File: config.mk
export PLATFORM = sky130hd
export DESIGN_NAME = err_status_irq_agg
export DESIGN_NICKNAME = d
export VERILOG_FILES = /design/src/rtl/err_agg_pkg.sv /design/src/rtl/err_unit.sv /design/src/rtl/err_group_gate.sv /design/src/rtl/err_status_irq_agg.sv
export SDC_FILE = /design/constraint.sdc
export NUM_CORES = 1
export LEC_CHECK = 0
export BUFFER_PORTS_ARGS = -buffer_cell sky130_fd_sc_hd__buf_2
export CORE_MARGIN = 5
export CORE_UTILIZATION = 50
export CTS_CLUSTER_SIZE = 12
export DETAILED_ROUTE_END_ITERATION = 8
export PLACE_DENSITY = 0.73
export RECOVER_POWER = 50
export SLEW_MARGIN = 10
export SYNTH_ARGS = -nofsm -noshare
export SYNTH_HDL_FRONTEND = slang
export SYNTH_SLANG_ARGS = --single-unit
File: constraint.sdc
create_clock -name clk -period 1.35 [get_ports clk]
set_input_delay 0.135 -clock clk [delete_from_list [all_inputs] [get_ports clk]]
set_output_delay 0.135 -clock clk [all_outputs]
set_load 0.01 [all_outputs]
File: src/rtl/err_agg_pkg.sv
package err_agg_pkg;

   typedef enum logic [1:0] {
      SEL_STATUS = 2'd0,
      SEL_FORCE  = 2'd1,
      SEL_CLEAR  = 2'd2,
      SEL_ENABLE = 2'd3
   } reg_sel_e;

   localparam int SEL_BITS = 2;

endpackage

File: src/rtl/err_unit.sv
module err_unit
   import err_agg_pkg::*;
#(
   parameter int STAT_W = 8
) (
   input  logic              clk,
   input  logic              rst_n,
   input  logic              wr_i,
   input  reg_sel_e          sel_i,
   input  logic [STAT_W-1:0] wdata_i,
   input  logic [STAT_W-1:0] hw_err_i,
   output logic [STAT_W-1:0] view_o,
   output logic [STAT_W-1:0] force_o,
   output logic [STAT_W-1:0] enable_o,
   output logic              req_o
);

   logic [STAT_W-1:0] latched_q;
   logic [STAT_W-1:0] force_q;
   logic [STAT_W-1:0] enable_q;
   logic [STAT_W-1:0] clr_mask;

   assign clr_mask = (wr_i && sel_i == SEL_CLEAR) ? wdata_i : '0;

   for (genvar b = 0; b < STAT_W; b++) begin : g_bit
      always_ff @(posedge clk or negedge rst_n) begin
         if (!rst_n)
            latched_q[b] <= 1'b0;
         else if (hw_err_i[b])
            latched_q[b] <= 1'b1;
         else if (clr_mask[b])
            latched_q[b] <= 1'b0;
      end
   end

   always_ff @(posedge clk or negedge rst_n) begin
      if (!rst_n) begin
         force_q  <= '0;
         enable_q <= '0;
      end else if (wr_i) begin
         if (sel_i == SEL_FORCE)  force_q  <= wdata_i;
         if (sel_i == SEL_ENABLE) enable_q <= wdata_i;
      end
   end

   assign view_o   = latched_q | force_q;
   assign force_o  = force_q;
   assign enable_o = enable_q;
   assign req_o    = |(view_o & enable_q);


   sticky_flag_chk: assert property (@(posedge clk) disable iff (!rst_n)
      (clr_mask == '0) |=> ((latched_q & $past(latched_q | hw_err_i)) == $past(latched_q | hw_err_i)));


   w1c_drop_chk: assert property (@(posedge clk) disable iff (!rst_n)
      (clr_mask != '0) |=> ((latched_q & $past(clr_mask & ~hw_err_i)) == '0));


   force_survives_clear_chk: assert property (@(posedge clk) disable iff (!rst_n)
      (wr_i && sel_i == SEL_CLEAR) |=> ((view_o & $past(force_q)) == $past(force_q)));

endmodule

File: src/rtl/err_group_gate.sv
module err_group_gate #(
   parameter int NUM_UNITS = 3
) (
   input  logic                 clk,
   input  logic                 rst_n,
   input  logic                 grp_wr_i,
   input  logic [NUM_UNITS-1:0] grp_wdata_i,
   input  logic [NUM_UNITS-1:0] unit_req_i,
   output logic [NUM_UNITS-1:0] grp_en_o,
   output logic                 irq_o
);

   logic [NUM_UNITS-1:0] grp_en_q;
   logic                 irq_q;

   always_ff @(posedge clk or negedge rst_n) begin
      if (!rst_n)
         grp_en_q <= '0;
      else if (grp_wr_i)
         grp_en_q <= grp_wdata_i;
   end

   always_ff @(posedge clk or negedge rst_n) begin
      if (!rst_n)
         irq_q <= 1'b0;
      else
         irq_q <= |(unit_req_i & grp_en_q);
   end

   assign grp_en_o = grp_en_q;
   assign irq_o    = irq_q;


   grp_all_masked_chk: assert property (@(posedge clk) disable iff (!rst_n)
      (grp_en_q == '0) |=> !irq_o);


   irq_follows_chk: assert property (@(posedge clk) disable iff (!rst_n)
      ((unit_req_i & grp_en_q) != '0) |=> irq_o);

endmodule

File: src/rtl/err_status_irq_agg.sv
module err_status_irq_agg
   import err_agg_pkg::*;
#(
   parameter int NUM_UNITS = 3,
   parameter int STAT_W    = 8,
   localparam int IDX_BITS = $clog2(NUM_UNITS + 1),
   localparam int ADDR_W   = IDX_BITS + SEL_BITS,
   localparam int HW_W     = NUM_UNITS * STAT_W
) (
   input  logic              clk,
   input  logic              rst_n,
   input  logic              reg_wr_en,
   input  logic [ADDR_W-1:0] reg_addr,
   input  logic [STAT_W-1:0] reg_wdata,
   output logic [STAT_W-1:0] reg_rdata,
   input  logic [HW_W-1:0]   hw_err,
   output logic              irq_req
);

   localparam logic [IDX_BITS-1:0] GRP_IDX = IDX_BITS'(NUM_UNITS);

   if (NUM_UNITS < 1) begin : g_bad_units
      $error("NUM_UNITS must be at least 1");
   end
   if (STAT_W < NUM_UNITS) begin : g_bad_width
      $error("STAT_W must hold one group bit per unit");
   end

   logic [IDX_BITS-1:0]  unit_idx;
   reg_sel_e             sel;
   logic [NUM_UNITS-1:0] unit_wr;
   logic [NUM_UNITS-1:0] unit_req;
   logic [NUM_UNITS-1:0] grp_en;
   logic                 grp_wr;
   logic [STAT_W-1:0]    view   [NUM_UNITS];
   logic [STAT_W-1:0]    forced [NUM_UNITS];
   logic [STAT_W-1:0]    enab   [NUM_UNITS];

   assign unit_idx = reg_addr[ADDR_W-1:SEL_BITS];
   assign sel      = reg_sel_e'(reg_addr[SEL_BITS-1:0]);
   assign grp_wr   = reg_wr_en && unit_idx == GRP_IDX && sel == SEL_STATUS;

   for (genvar u = 0; u < NUM_UNITS; u++) begin : g_unit
      assign unit_wr[u] = reg_wr_en && unit_idx == IDX_BITS'(u);

      err_unit #(.STAT_W(STAT_W)) i_unit (
         .clk      (clk),
         .rst_n    (rst_n),
         .wr_i     (unit_wr[u]),
         .sel_i    (sel),
         .wdata_i  (reg_wdata),
         .hw_err_i (hw_err[u*STAT_W +: STAT_W]),
         .view_o   (view[u]),
         .force_o  (forced[u]),
         .enable_o (enab[u]),
         .req_o    (unit_req[u])
      );
   end

   err_group_gate #(.NUM_UNITS(NUM_UNITS)) i_gate (
      .clk         (clk),
      .rst_n       (rst_n),
      .grp_wr_i    (grp_wr),
      .grp_wdata_i (reg_wdata[NUM_UNITS-1:0]),
      .unit_req_i  (unit_req),
      .grp_en_o    (grp_en),
      .irq_o       (irq_req)
   );

   always_comb begin
      reg_rdata = '0;
      for (int u = 0; u < NUM_UNITS; u++) begin
         if (unit_idx == IDX_BITS'(u)) begin
            case (sel)
               SEL_STATUS: reg_rdata = view[u];
               SEL_FORCE:  reg_rdata = forced[u];
               SEL_ENABLE: reg_rdata = enab[u];
               default:    reg_rdata = '0;
            endcase
         end
      end
      if (unit_idx == GRP_IDX && sel == SEL_STATUS)
         reg_rdata[NUM_UNITS-1:0] = grp_en;
   end


   single_target_chk: assert property (@(posedge clk) disable iff (!rst_n)
      $onehot0({grp_wr, unit_wr}));


   quiet_units_chk: assert property (@(posedge clk) disable iff (!rst_n)
      (unit_req == '0) |=> !irq_req);

endmodule

==> results of run 1 <==
[synth_stat cells, types with 3 or more instances]
master,n
a21oi_1,15
and3_1,4
buf_2,7
a22oi_1,3
mux2_2,51
buf_6,3
o21ai_0,41
o22ai_1,3
a21o_1,28
nor2b_1,11
a222oi_1,4
o21a_1,5
clkbuf_1,5
nor2_1,4
buf_4,6
nand2_1,33
nand4_1,6
mux4_2,3
mux2i_1,6
inv_1,3
dfrtp_1,76
[kinds of logic (layout without fill, tap and decap cells)]
family                 count (synthesis)  in the layout  synth area share (%)
muxes                                 60             60                  18.3
AOI/OAI and AO/OA                    103            103                  16.7
buffers and inverters                 27            153                  4.05
and+or+nand+nor                       74             74                  11.3
DFF                                   76             76                  49.6
[registers in the layout, summed over array words and instances, names as in the netlist]
register and flops:
g_unit.i_unit.enable_o 24, g_unit.i_unit.force_o 24, g_unit.i_unit.latched_q 24, i_gate.irq_o 1, i_gate.grp_en_o 3
[power breakdown]
group | internal (mW) | switching (mW) | total (mW)
logic | 0.723 | 0.620 | 1.34
registers | 2.65 | 0.294 | 2.95
clock network | 1.04 | 0.852 | 1.89
[worst paths after layout]
kind / end / cells after the start / slack [ns] / from
worst max register to register: i_gate.irq_o / 5 / 0.03 / g_unit[2].i_unit.force_o[1]
worst max-delay path: reg_rdata[5] / 5 / -0.48 / g_unit[0].i_unit.latched_q[5]
worst min register to register: g_unit[2].i_unit.latched_q[5] / 1 / 0.51 / g_unit[2].i_unit.latched_q[5]
max in group asynchronous: g_unit[1].i_unit.force_o[1] / 3 / 0.18 / rst_n
worst min-delay path: g_unit[1].i_unit.latched_q[7] / 3 / 0.14 / reg_wdata[7]
min in group asynchronous: g_unit[2].i_unit.latched_q[7] / 2 / 0.28 / rst_n
[final cells by class]
class,count,area (sq um)
Sequential cell,76,1900
Timing Repair Buffer,132,990
Tap cell,102,128
Fill cell,588,2520
Inverter,5,18.8
Clock buffer,10,128
Multi-Input combinational cell,237,1830
Clock inverter,6,88.8
[worst reg2reg max path, cell delays in order (launching register included)]
cell     delay (ns)
dfrtp_1        0.40
buf_4          0.14
o21ai_1        0.18
nand4_1        0.19
o21ai_2        0.19
nand3_1        0.10
[repair_timing]
item / 4_1_cts / 5_1_grt
resized for setup: 13 / 18
setup endpoints to repair: 9 / 9
hold buffers: 25 / 0
endpoints found under the hold margin: 100 / 0
pin swaps: 13 / 13
buffers inserted: 9 / 5
[layer usage]
layer	vias up	GRT usage (%)	part of all wire, %
met1	1594	28.4	42
met4	0	7.77	2.2
met2	105	38.5	50
met3	17	5.96	5.8
met5	-	0	0
li1	1475	-	-
[through the flow]
step           instances  setup TNS [ns]
6_report             568           -3.05
5_1_grt              568           -5.01
4_1_cts              565           -3.09
3_5_place_dp         515           -7.92
3_3_place_gp         515           -6.21
2_1_floorplan        340               0
==> flow_summary.toml, run 1 <==
[timing]
setup_violations = 8
fin_skew_ns = 0.00891
drv_slew = 0
rsz0062_at_grt = "true"
whs_ns = 0.137
worst_slew_pin_slew_ns = 0.521
hold_viol = 0
fmax_mhz = 547
slew_headroom_pct = 65.3
fin_crit_ns = 1.83
layout_setup_ws_ns = -0.480
fin_crit_sh_pct = 136

[pwr]
powerDensity_nw_per_um2 = 1220
power.leakage_nw = 2.15
power.total_mw = 6.18
peakVddDrop_mv = 0.658

[setup_path]
cp_max_fo = 2
criticalPathCategory = "reg -> out"
setup.worst_path.end_class = "output port"
worst_ep_arrival_time_ns = 1.69
slowest_delay_ns = 0.37
cp_cell_sequence = "nor2b_1 > o21ai_1 > a21o_1 > a222oi_1 > buf_2"
critPathRequiredTime_ns = 1.22
critPathLaunchType = "flop"
critPathSlowestCell = "dfrtp_1"
crit_buf_inv = 1
crit_family = "compound AO/OA/AOI/OAI gates"

[placement]
post-place-ws_ns = -0.196
place_hpwl_um = 7620
io_buffers = 47
gp_congestion = 1.00
place_area_sq_um = 4500

[finish]
utilization_pct = 66.8
nets = 500
drive_gt1_share_pct = 42.9
final_cell_mix = "dfrtp_1, buf_4, mux2_2"
stdcell_area_sq_um = 5080
final_common_cell = "dfrtp_1"
syn2layout_area_growth_pct = 32.7
n_antenna_cell = 0

[clock_network]
h-tree-depth = 3
cts-root-buf = "clkbuf_8"
cts_tree = "yes"
cts_sinks = 76
clock_path_buffers = 2
insertion_delay_ns = 0.35
numCtsBuffers = 9
clk_pin_slew_ns = 0.08

[run_status]
status = "finished, violations left"
violations = "negative setup slack"

[routing]
drc = 0
dr.pass1.iters = 6
wire_per_inst_um = 18.6
vias = 3191
drt_iter0_drc = 197
viasPerCell = 5.62
antenna_left = 0
totalWireLength_um = 10600

[synthesis]
yosys.area.top_type = "dfrtp_1"
async_flop_share_pct = 100
yosysWarnings = 0
yosys.area.top_type_share_pct = 49.6
synth_area_sq_um = 3830
yosysUniqueCellTypes = 39
netlist_instances = 340
synth_seq_cells = 76
syn_avg_cell_area_sq_um = 11.3
yosysSeqAreaShare_pct = 49.6
syn_nets = 379
synthFlopType = "dfrtp_1"
synth-edff-count = 0
yosys-top-cells-area = "dfrtp_1, mux2_2, a21o_1"

[global_routing]
grt_pass1_vias = 3323
grt_max_degree = 31
antenna_found_initial = 0
gr-total-overflow = 0
grt_usage_pct = 22.8
grt_pass1_wl_um = 17000

[die]
die_width_um = 97.5
initial_core_util_pct = 50.4
core.rowCount = 32
io_pins = 48
die_h_um = 97.5
core_area_sq_um = 7610
die_area_sq_um = 9510

[job]
cap_violations = 0

[min_path]
hold_path_class = "in -> reg"
Power figures use the tool's default switching activity.
==> run 2, diff against run 1 <==
--- a/config.mk
+++ b/config.mk
@@ -5,12 +5,12 @@
 export SDC_FILE = /design/constraint.sdc
 export NUM_CORES = 1
 export LEC_CHECK = 0
-export BUFFER_PORTS_ARGS = -buffer_cell sky130_fd_sc_hd__buf_2
 export CORE_MARGIN = 5
 export CORE_UTILIZATION = 50
 export CTS_CLUSTER_SIZE = 12
 export DETAILED_ROUTE_END_ITERATION = 8
-export PLACE_DENSITY = 0.73
+export DONT_BUFFER_PORTS = 1
+export PLACE_DENSITY = 0.68
 export RECOVER_POWER = 50
 export SLEW_MARGIN = 10
 export SYNTH_ARGS = -nofsm -noshare
==> flow_summary.toml, run 2 (same netlist as run 1, synthesis figures left out) <==
[run_status]
status = "finished, violations left"
violations = "negative hold slack, negative setup slack"

[setup_path]
worstRegToRegCells = 6
r2r_slack_ns = 0.01
r2r_end = "i_gate.irq_o"
worst_ep_arrival_time_ns = 1.69
cp_max_fo = 2
rr_startpoint = "g_unit[0].i_unit.latched_q[3]"
critPathLaunchType = "flop"
critPathRequiredTime_ns = 1.22
setup.worst_path.end_class = "output port"
criticalPathCategory = "reg -> out"

[timing]
layout_setup_ws_ns = -0.471
fmax_mhz = 549
worst_slew_pin_slew_ns = 0.416
fin_crit_ns = 1.82
slew_headroom_pct = 72.2
drv_slew = 0
whs_ns = -0.539
rsz0062_at_grt = "true"
setup_violations = 8
hold_viol = 77
fin_skew_ns = 0.00525
fin_crit_sh_pct = 135

[pwr]
peakVddDrop_mv = 0.742
p_sw_share_pct = 27.5
p_comb_share_pct = 18.9
power.switching_mw = 1.66
clkPwrFrac_pct = 32.4
intPower_mw = 4.38
powerDensity_nw_per_um2 = 1190
power.leakage_nw = 2.06
p_seq_share_pct = 48.7
power.total_mw = 6.05

[die]
core.rowCount = 32
initial_core_util_pct = 50.4
io_pins = 48
core_area_sq_um = 7610
die_area_sq_um = 9510
die_h_um = 97.5
die_width_um = 97.5

[finish]
nets = 472
syn2layout_area_growth_pct = 32.5
final_cell_mix = "dfrtp_1, mux2_2, dlygate4sd3_1"
n_antenna_cell = 0
utilization_pct = 66.7
nFillCells = 577
drive_gt1_share_pct = 34.0
stdcell_area_sq_um = 5080
final-instance-count-excl-fill = 540
final_common_cell = "dfrtp_1"

[placement]
place_hpwl_um = 7080
io_buffers = 0
post-place-ws_ns = -0.136
dpl.cell_count = 466
gp_congestion = 0.819
place_area_sq_um = 4210

[global_routing]
grt_usage_pct = 24.7
antenna_found_initial = 0
grt_max_degree = 77
grt_pass1_vias = 3333
grt_pass1_wl_um = 18300
gr-total-overflow = 0

[clock_network]
insertion_delay_ns = 0.35
clock_path_buffers = 2
numCtsBuffers = 9
cts_sinks = 76
cts_tree = "yes"
cts-root-buf = "clkbuf_8"
clk_pin_slew_ns = 0.09
h-tree-depth = 3

[routing]
dr.pass1.iters = 6
antenna_left = 0
drc = 0
totalWireLength_um = 11400
drt_iter0_drc = 250
wire_per_inst_um = 21.1
vias = 3098
viasPerCell = 5.74

[job]
cap_violations = 0

[min_path]
hold_path_class = "in -> async"
==> run 2: cell count changes in the layout (fill, tap and decap cells not counted), sizes merged <==
cell         change
buf             -51
dlygate4sd3     +26
inv              +2
clkbuf           -4
clkinvlp         -1
==> run 2: worst max path at each step <==
| stage | startpoint | end | slack (ns) | cells past startpoint |
|---|---|---|---|---|
| CTS | g_unit[0].i_unit.latched_q[3] | reg_rdata[3] | -0.45 | 5 |
| global placement | g_unit[2].i_unit.latched_q[0] | i_gate.irq_o | -0.14 | 5 |
| finish | g_unit[0].i_unit.latched_q[3] | reg_rdata[3] | -0.47 | 5 |
| global route | g_unit[0].i_unit.latched_q[3] | reg_rdata[3] | -0.58 | 5 |
| floorplan | reg_addr[1] | reg_rdata[5] | 0.007 | 6 |
| detailed placement | g_unit[1].i_unit.latched_q[3] | reg_rdata[3] | -0.14 | 6 |
==> run 2: cell type report <==
type                       count  area [sq um]  area share, %
tap                          102           128           2.51
multi-input combinational    237          1850           36.5
timing repair buffer         104           950           18.7
clock inverter                 7          98.8           1.95
inverter                       5          21.3          0.419
sequential                    76          1900           37.5
clock buffer                   9           124           2.44
==> run 2: stage by stage <==
step                      TNS (ns)  hold WS, ns
after floorplan                  0       -0.161
after global placement      -0.286       -0.157
after detailed placement    -0.343       -0.157
after CTS                    -2.91       -0.547
after global routing         -3.66       -0.557
final                        -3.00       -0.539
==> run 2: what timing repair did <==
item	CTS	global route
endpoints found under the hold margin	151	84
hold buffers	53	7
gates resized for setup	20	18
pin swaps	15	6
endpoints found under the setup margin	9	21
buffers inserted	4	4
==> run 2: metal layers <==
layer | share of wire (%) | up-vias | global-route usage [%]
li1 | - | 1422 | -
met1 | 42 | 1549 | 32.4
met2 | 49 | 107 | 40.1
met3 | 5.9 | 20 | 6.10
met4 | 2.7 | 0 | 8.73
met5 | 0 | - | 0
==> run 2: power groups by stage <==
stage | sequential [mW] | combinational (mW) | clock, mW
3_5_place_dp | 2.97 | 0.949 | 0
2_1_floorplan | 2.87 | 0.744 | 0
3_3_place_gp | 2.94 | 0.921 | 0
5_1_grt | 3.00 | 1.24 | 2.08
6_report | 2.94 | 1.14 | 1.96
4_1_cts | 2.93 | 1.09 | 1.98
==> run 2: worst max-delay path, stage by stage (launching register included) <==
cell and delay [ns]:
dfrtp_1 0.37, nor2b_4 0.14, o21ai_1 0.05, a21o_1 0.17, a222oi_1 0.40, buf_4 0.20
